$ cat config.mk
export PLATFORM = sky130hd
export DESIGN_NAME = scl_clk_divider
export DESIGN_NICKNAME = d
export VERILOG_FILES = /design/src/rtl/scl_div_pkg.sv /design/src/rtl/scl_div_sync.sv /design/src/rtl/scl_div_prescale.sv /design/src/rtl/scl_div_phase.sv /design/src/rtl/scl_clk_divider.sv
export SDC_FILE = /design/constraint.sdc
export NUM_CORES = 1
export LEC_CHECK = 0
export BUFFER_PORTS_ARGS = -buffer_cell sky130_fd_sc_hd__buf_2
export CORE_ASPECT_RATIO = 1.25
export CORE_MARGIN = 4
export CORE_UTILIZATION = 65
export CTS_CLUSTER_DIAMETER = 120
export CTS_CLUSTER_SIZE = 25
export DETAILED_ROUTE_END_ITERATION = 8
export GPL_TIMING_DRIVEN = 1
export PLACE_DENSITY_LB_ADDON = 0.12
export SLEW_MARGIN = 20
export SYNTH_ARGS = -nofsm -noshare
export SYNTH_HDL_FRONTEND = slang
export SYNTH_HIERARCHICAL = 1
export SYNTH_SLANG_ARGS = --single-unit
$ cat constraint.sdc
create_clock -name clk -period 6.6 [get_ports clk]
set_input_delay 1.32 -clock clk [delete_from_list [all_inputs] [get_ports clk]]
set_output_delay 1.32 -clock clk [all_outputs]
set_load 0.03 [all_outputs]
$ cat src/rtl/scl_div_pkg.sv
package scl_div_pkg;

   typedef enum logic [1:0] {
      PH_IDLE = 2'd0,
      PH_LOW  = 2'd1,
      PH_WAIT = 2'd2,
      PH_HIGH = 2'd3
   } scl_phase_e;

   localparam logic [2:0] PAD_DIV1 = 3'd7;
   localparam logic [2:0] PAD_DIV2 = 3'd6;
   localparam logic [2:0] PAD_DIVN = 3'd5;

   // Fixed per-phase pad chosen from the prescaler setting.
   function automatic logic [2:0] pad_for(input logic psc_is_zero, input logic psc_is_one);
      if (psc_is_zero)
         return PAD_DIV1;
      else if (psc_is_one)
         return PAD_DIV2;
      else
         return PAD_DIVN;
   endfunction

endpackage

$ cat src/rtl/scl_div_sync.sv
module scl_div_sync #(
   parameter int STAGES = 2
) (
   input  logic clk,
   input  logic rst_n,
   input  logic d_in,
   output logic q_out
);

   generate
      if (STAGES == 0) begin : g_direct
         assign q_out = d_in;
      end else begin : g_chain
         logic [STAGES-1:0] chain;
         always_ff @(posedge clk or negedge rst_n) begin
            if (!rst_n)
               chain <= '0;
            else if (STAGES == 1)
               chain <= d_in;
            else
               chain <= {chain[STAGES-2:0], d_in};
         end
         assign q_out = chain[STAGES-1];
      end
   endgenerate

endmodule

$ cat src/rtl/scl_div_prescale.sv
module scl_div_prescale #(
   parameter int PSC_W = 8
) (
   input  logic             clk,
   input  logic             rst_n,
   input  logic             run,
   input  logic             hold,
   input  logic [PSC_W-1:0] limit,
   output logic             tick,
   output logic [PSC_W-1:0] count
);

   assign tick = run && !hold && (count == limit);

   always_ff @(posedge clk or negedge rst_n) begin
      if (!rst_n)
         count <= '0;
      else if (!run || hold || tick)
         count <= '0;
      else
         count <= count + 1'b1;
   end

endmodule

$ cat src/rtl/scl_div_phase.sv
module scl_div_phase
   import scl_div_pkg::*;
#(
   parameter int LEN_W = 17
) (
   input  logic             clk,
   input  logic             rst_n,
   input  logic             run,
   input  logic             tick,
   input  logic             bus_high,
   input  logic [LEN_W-1:0] low_len,
   input  logic [LEN_W-1:0] high_len,
   output logic             hold_pre,
   output logic             drive_low,
   output logic             mid_tick
);

   scl_phase_e       phase;
   logic [LEN_W-1:0] cnt;
   logic [LEN_W-1:0] low_last;
   logic [LEN_W-1:0] high_last;
   logic [LEN_W-1:0] high_mid;

   assign low_last  = low_len - 1'b1;
   assign high_last = high_len - 1'b1;
   assign high_mid  = high_len >> 1;

   always_ff @(posedge clk or negedge rst_n) begin
      if (!rst_n) begin
         phase <= PH_IDLE;
         cnt   <= '0;
      end else if (!run) begin
         phase <= PH_IDLE;
         cnt   <= '0;
      end else begin
         case (phase)
            PH_IDLE: begin
               phase <= PH_LOW;
               cnt   <= '0;
            end
            PH_LOW: begin
               if (tick) begin
                  if (cnt == low_last) begin
                     phase <= PH_WAIT;
                     cnt   <= '0;
                  end else begin
                     cnt <= cnt + 1'b1;
                  end
               end
            end
            PH_WAIT: begin
               if (bus_high) begin
                  phase <= PH_HIGH;
                  cnt   <= '0;
               end
            end
            default: begin
               if (tick) begin
                  if (cnt == high_last) begin
                     phase <= PH_LOW;
                     cnt   <= '0;
                  end else begin
                     cnt <= cnt + 1'b1;
                  end
               end
            end
         endcase
      end
   end

   assign hold_pre  = (phase == PH_IDLE) || (phase == PH_WAIT);
   assign drive_low = (phase == PH_LOW);
   assign mid_tick  = (phase == PH_HIGH) && tick && (cnt == high_mid);

endmodule

$ cat src/rtl/scl_clk_divider.sv
module scl_clk_divider
   import scl_div_pkg::*;
#(
   parameter int PSC_W       = 8,
   parameter int CNT_W       = 16,
   parameter int SYNC_STAGES = 2
) (
   input  logic             clk,
   input  logic             rst_n,
   input  logic             run,
   input  logic [PSC_W-1:0] psc_cfg,
   input  logic [CNT_W-1:0] low_cfg,
   input  logic [CNT_W-1:0] high_cfg,
   input  logic             scl_in,
   output logic             scl_drive_low,
   output logic             bit_mid_tick
);

   localparam int LEN_W = CNT_W + 1;

   generate
      if (PSC_W < 1) begin : g_bad_psc
         $error("scl_clk_divider: PSC_W must be at least 1");
      end
      if (CNT_W < 2) begin : g_bad_cnt
         $error("scl_clk_divider: CNT_W must be at least 2");
      end
      if (SYNC_STAGES < 0 || SYNC_STAGES > 4) begin : g_bad_sync
         $error("scl_clk_divider: SYNC_STAGES must lie in 0..4");
      end
   endgenerate

   // Configuration captured while held in reset.
   logic [PSC_W-1:0] psc_q;
   logic [LEN_W-1:0] low_len_q;
   logic [LEN_W-1:0] high_len_q;
   logic [2:0]       pad_now;
   logic [LEN_W-1:0] low_len_d;
   logic [LEN_W-1:0] high_len_d;

   assign pad_now    = pad_for(psc_cfg == '0, psc_cfg == PSC_W'(1));
   assign low_len_d  = LEN_W'(low_cfg) + LEN_W'(pad_now);
   assign high_len_d = LEN_W'(high_cfg) + LEN_W'(pad_now);

   always_ff @(posedge clk or negedge rst_n) begin
      if (!rst_n) begin
         psc_q      <= '0;
         low_len_q  <= LEN_W'(PAD_DIV1);
         high_len_q <= LEN_W'(PAD_DIV1);
      end else if (!run) begin
         psc_q      <= psc_cfg;
         low_len_q  <= low_len_d;
         high_len_q <= high_len_d;
      end
   end

   logic             bus_high;
   logic             pre_tick;
   logic             pre_hold;
   logic [PSC_W-1:0] pre_cnt;

   scl_div_sync #(
      .STAGES (SYNC_STAGES)
   ) u_sync (
      .clk   (clk),
      .rst_n (rst_n),
      .d_in  (scl_in),
      .q_out (bus_high)
   );

   scl_div_prescale #(
      .PSC_W (PSC_W)
   ) u_pre (
      .clk   (clk),
      .rst_n (rst_n),
      .run   (run),
      .hold  (pre_hold),
      .limit (psc_q),
      .tick  (pre_tick),
      .count (pre_cnt)
   );

   scl_div_phase #(
      .LEN_W (LEN_W)
   ) u_phase (
      .clk       (clk),
      .rst_n     (rst_n),
      .run       (run),
      .tick      (pre_tick),
      .bus_high  (bus_high),
      .low_len   (low_len_q),
      .high_len  (high_len_q),
      .hold_pre  (pre_hold),
      .drive_low (scl_drive_low),
      .mid_tick  (bit_mid_tick)
   );

endmodule

==> flow_summary.json <==
{
  "grtUsageTotal": 0.275,
  "routed_wl_um": 13800,
  "synth_top_area_frac": 0.287,
  "num_rows": 37,
  "yosys.area_share.adder": 0.0358,
  "endpoint_kind": "output port",
  "finalNetCount": 720,
  "synth_edf_count": 0,
  "whs_path_depth": 0,
  "cts_root_buffer": "clkbuf_8",
  "leakage_nw": 2.39,
  "overflow": 0,
  "crit_path_max_fanout": 9,
  "grt_pass1_wl_um": 23200,
  "synthTopCellsByArea": "dfrtp_1 (29%), xnor2_1 (7.6%), xor2_1 (7.0%)",
  "cts_tree": "done",
  "seq_area_frac_synth": 0.315,
  "worstMarginPinSlew_ps": 929,
  "grt_max_degree": 92,
  "worstSetupPathType": "reg2out",
  "die_y_um": 112,
  "drive_gt1_frac": 0.162,
  "synth_top_family_by_area": "simple AND/OR/NAND/NOR gates",
  "synth_warnings": 6,
  "critPathLaunchType": "flip-flop",
  "grt_pass1_vias": 4969,
  "drc": 0,
  "finalSetupViolCount": 0,
  "period_share": 0.621,
  "hold_viol_final": 0,
  "status": "finished, final reports clean",
  "fmax_mhz": 244,
  "hold_ws_ps": 357,
  "dp_hpwl_um": 9740,
  "async_reset_ff_frac": 1.00,
  "hold_class": "reg2reg",
  "synth-xor-area-share": 0.148,
  "drt_iter0_drc": 321,
  "cap_violations": 0,
  "antenna_cells": 0,
  "crit_required_ps": 5280,
  "dp_cells": 767,
  "clockBufferDepth": 2,
  "synth_area_per_cell_sq_um": 8.80,
  "die_area_sq_mm": 0.0103,
  "port_buffers": 45,
  "skew_ps": 12.7,
  "ir_drop_uv": 132,
  "drt-wirelength-per-cell_um": 17.6,
  "cts_resized": 0,
  "rsz0062_at_grt": "false",
  "synthesis.nets": 703,
  "cts_setup_buffers": 0,
  "h-tree-depth": 3,
  "synth_compound_area_frac": 0.164,
  "die_w_um": 91.5,
  "synth-simple-area-share": 0.248,
  "area_growth_pct": 5.87,
  "ant_nets": 0,
  "synth_top_area_cell": "dfrtp_1",
  "cts_sinks": 71,
  "synthCells": 644,
  "critical_path_arrival_ps": 2780,
  "synthDistinctLibCells": 79,
  "num_vias": 5040,
  "fin_cells": 783,
  "reg2reg_depth": 8,
  "power_density_mw_per_mm2": 222,
  "path_clk_slew_ps": 70,
  "pin_count": 46,
  "clk_latency_ps": 350,
  "vias_per_cell": 6.44,
  "gp_congestion": 0.904,
  "slew_viol_final": 0,
  "synth_mux_area_frac": 0.0344,
  "fin_crit_ps": 4100,
  "synth_flop_cell": "dfrtp_1",
  "numCtsBuffers": 9,
  "fill_cells": 662,
  "fin_tns_setup_ps": 0,
  "core_area_sq_mm": 0.00838,
  "grt_antenna_before_repair": 0,
  "mappedNetlistArea_sq_mm": 0.00567,
  "start_util": 0.676,
  "first_pass_iters": 5,
  "ctsHoldBuffers": 0,
  "ys_ff_latch": 71,
  "slew_headroom": 0.376
}
## registers in the layout, indices dropped and copies added, names as in the netlist
signal,flops
high_len_q,17
low_len_q,17
psc_q,8
u_phase/cnt,17
u_phase/phase,2
u_pre/count,8
u_sync/g_chain.chain,2
## area by class of cell
| type | count | area, sq um | area share |
|---|---|---|---|
| clock inverter | 1 | 5.00 | 0.000834 |
| inverter | 18 | 67.6 | 0.0113 |
| multi-input combinational | 509 | 3570 | 0.595 |
| timing repair buffer | 52 | 278 | 0.0463 |
| sequential | 71 | 1780 | 0.297 |
| clock buffer | 15 | 146 | 0.0244 |
| tap | 117 | 146 | 0.0244 |
## Yosys cell counts (5+ instances only)
master	number
and3_2	5
a31oi_1	18
a211oi_1	7
nand4_1	14
o41ai_1	10
nand2b_1	6
dfrtp_1	65
ha_1	13
nand3_1	26
nand2_1	74
dfstp_2	6
nor3_1	16
o311ai_0	7
buf_2	8
clkbuf_1	24
inv_1	17
and3_1	8
mux2i_1	6
or3_1	14
xor2_1	45
nor2b_1	6
nor3b_1	5
xnor2_1	49
buf_4	6
or4_1	9
nor2_1	21
a21oi_1	7
mux2_2	12
o21ai_0	40
nor4_1	16
## per-stage QoR
stage                     area [sq um]   util  power (mW)  worst slack, ps
final                             6000  0.716        1.33             2500
after detailed placement          5850  0.698        1.04             2500
after global routing              6000  0.716        1.42             2380
after global placement            5850  0.698        1.02             2560
after CTS                         6000  0.716        1.33             2490
after floorplan                   5670      -       0.918             2480
## kinds of logic (layout without fill, tap and decap cells)
kind of cell | Yosys count | count (layout)
DFF | 71 | 71
AOI/OAI and AO/OA | 132 | 132
adders and majority gates | 15 | 15
muxes | 18 | 18
xor gates and xnor gates | 95 | 95
and+or+nand+nor | 249 | 249
buffers and inverters | 64 | 86
## worst max-delay path, cell delays in order, from the launching register on
cell and delay (ps):
dfrtp_1 490, xor2_2 210, nor4_4 510, and4b_1 330
nand3_1 120, nor3_1 140, nand3_1 90, nor4_1 280
buf_2 270
## power by group
group	leakage [nW]	switching (mW)	internal, mW	total, mW
clock	0.0757	0.157	0.137	0.294
sequential	0.898	0.0661	0.476	0.543
combinational	1.41	0.295	0.203	0.498
total	2.39	0.518	0.816	1.33
## worst paths after layout
check,from,to,slack (ps)
max,u_pre/count[3],bit_mid_tick,2500
min,u_sync/g_chain.chain[0],u_sync/g_chain.chain[1],360
max reg2reg,high_len_q[3],u_phase/cnt[8],3060
min reg2reg,u_sync/g_chain.chain[0],u_sync/g_chain.chain[1],360
max in group asynchronous,rst_n,low_len_q[13],4850
min in group asynchronous,rst_n,u_pre/count[0],1180
## placed cells by master (no fill, tap or decap), types with 7 or more instances in the layout
cell / Yosys / final
nor2_1: 21 / 21
a21oi_1: 7 / 7
nor3_1: 16 / 16
nand2_1: 74 / 74
and3_1: 8 / 8
o21ai_0: 40 / 40
or3_1: 14 / 14
inv_1: 17 / 17
or4_1: 9 / 9
mux2_2: 12 / 12
ha_1: 13 / 13
nor4_1: 16 / 16
xor2_1: 45 / 45
o311ai_0: 7 / 7
o41ai_1: 10 / 10
a31oi_1: 18 / 18
xnor2_1: 49 / 49
dfrtp_1: 65 / 65
buf_4: 6 / 7
nand3_1: 26 / 26
a211oi_1: 7 / 7
buf_2: 8 / 45
clkbuf_8: 0 / 9
nand4_1: 14 / 14
## metal layers
metal | global-route usage | wire length, um | vias to the layer above
li1 | - | - | 2402
met1 | 0.348 | 5800 | 2370
met2 | 0.453 | 6510 | 213
met3 | 0.0335 | 802 | 55
met4 | 0.155 | 648 | 0
met5 | 0 | 0 | -
(Power assumes the default switching activity.)
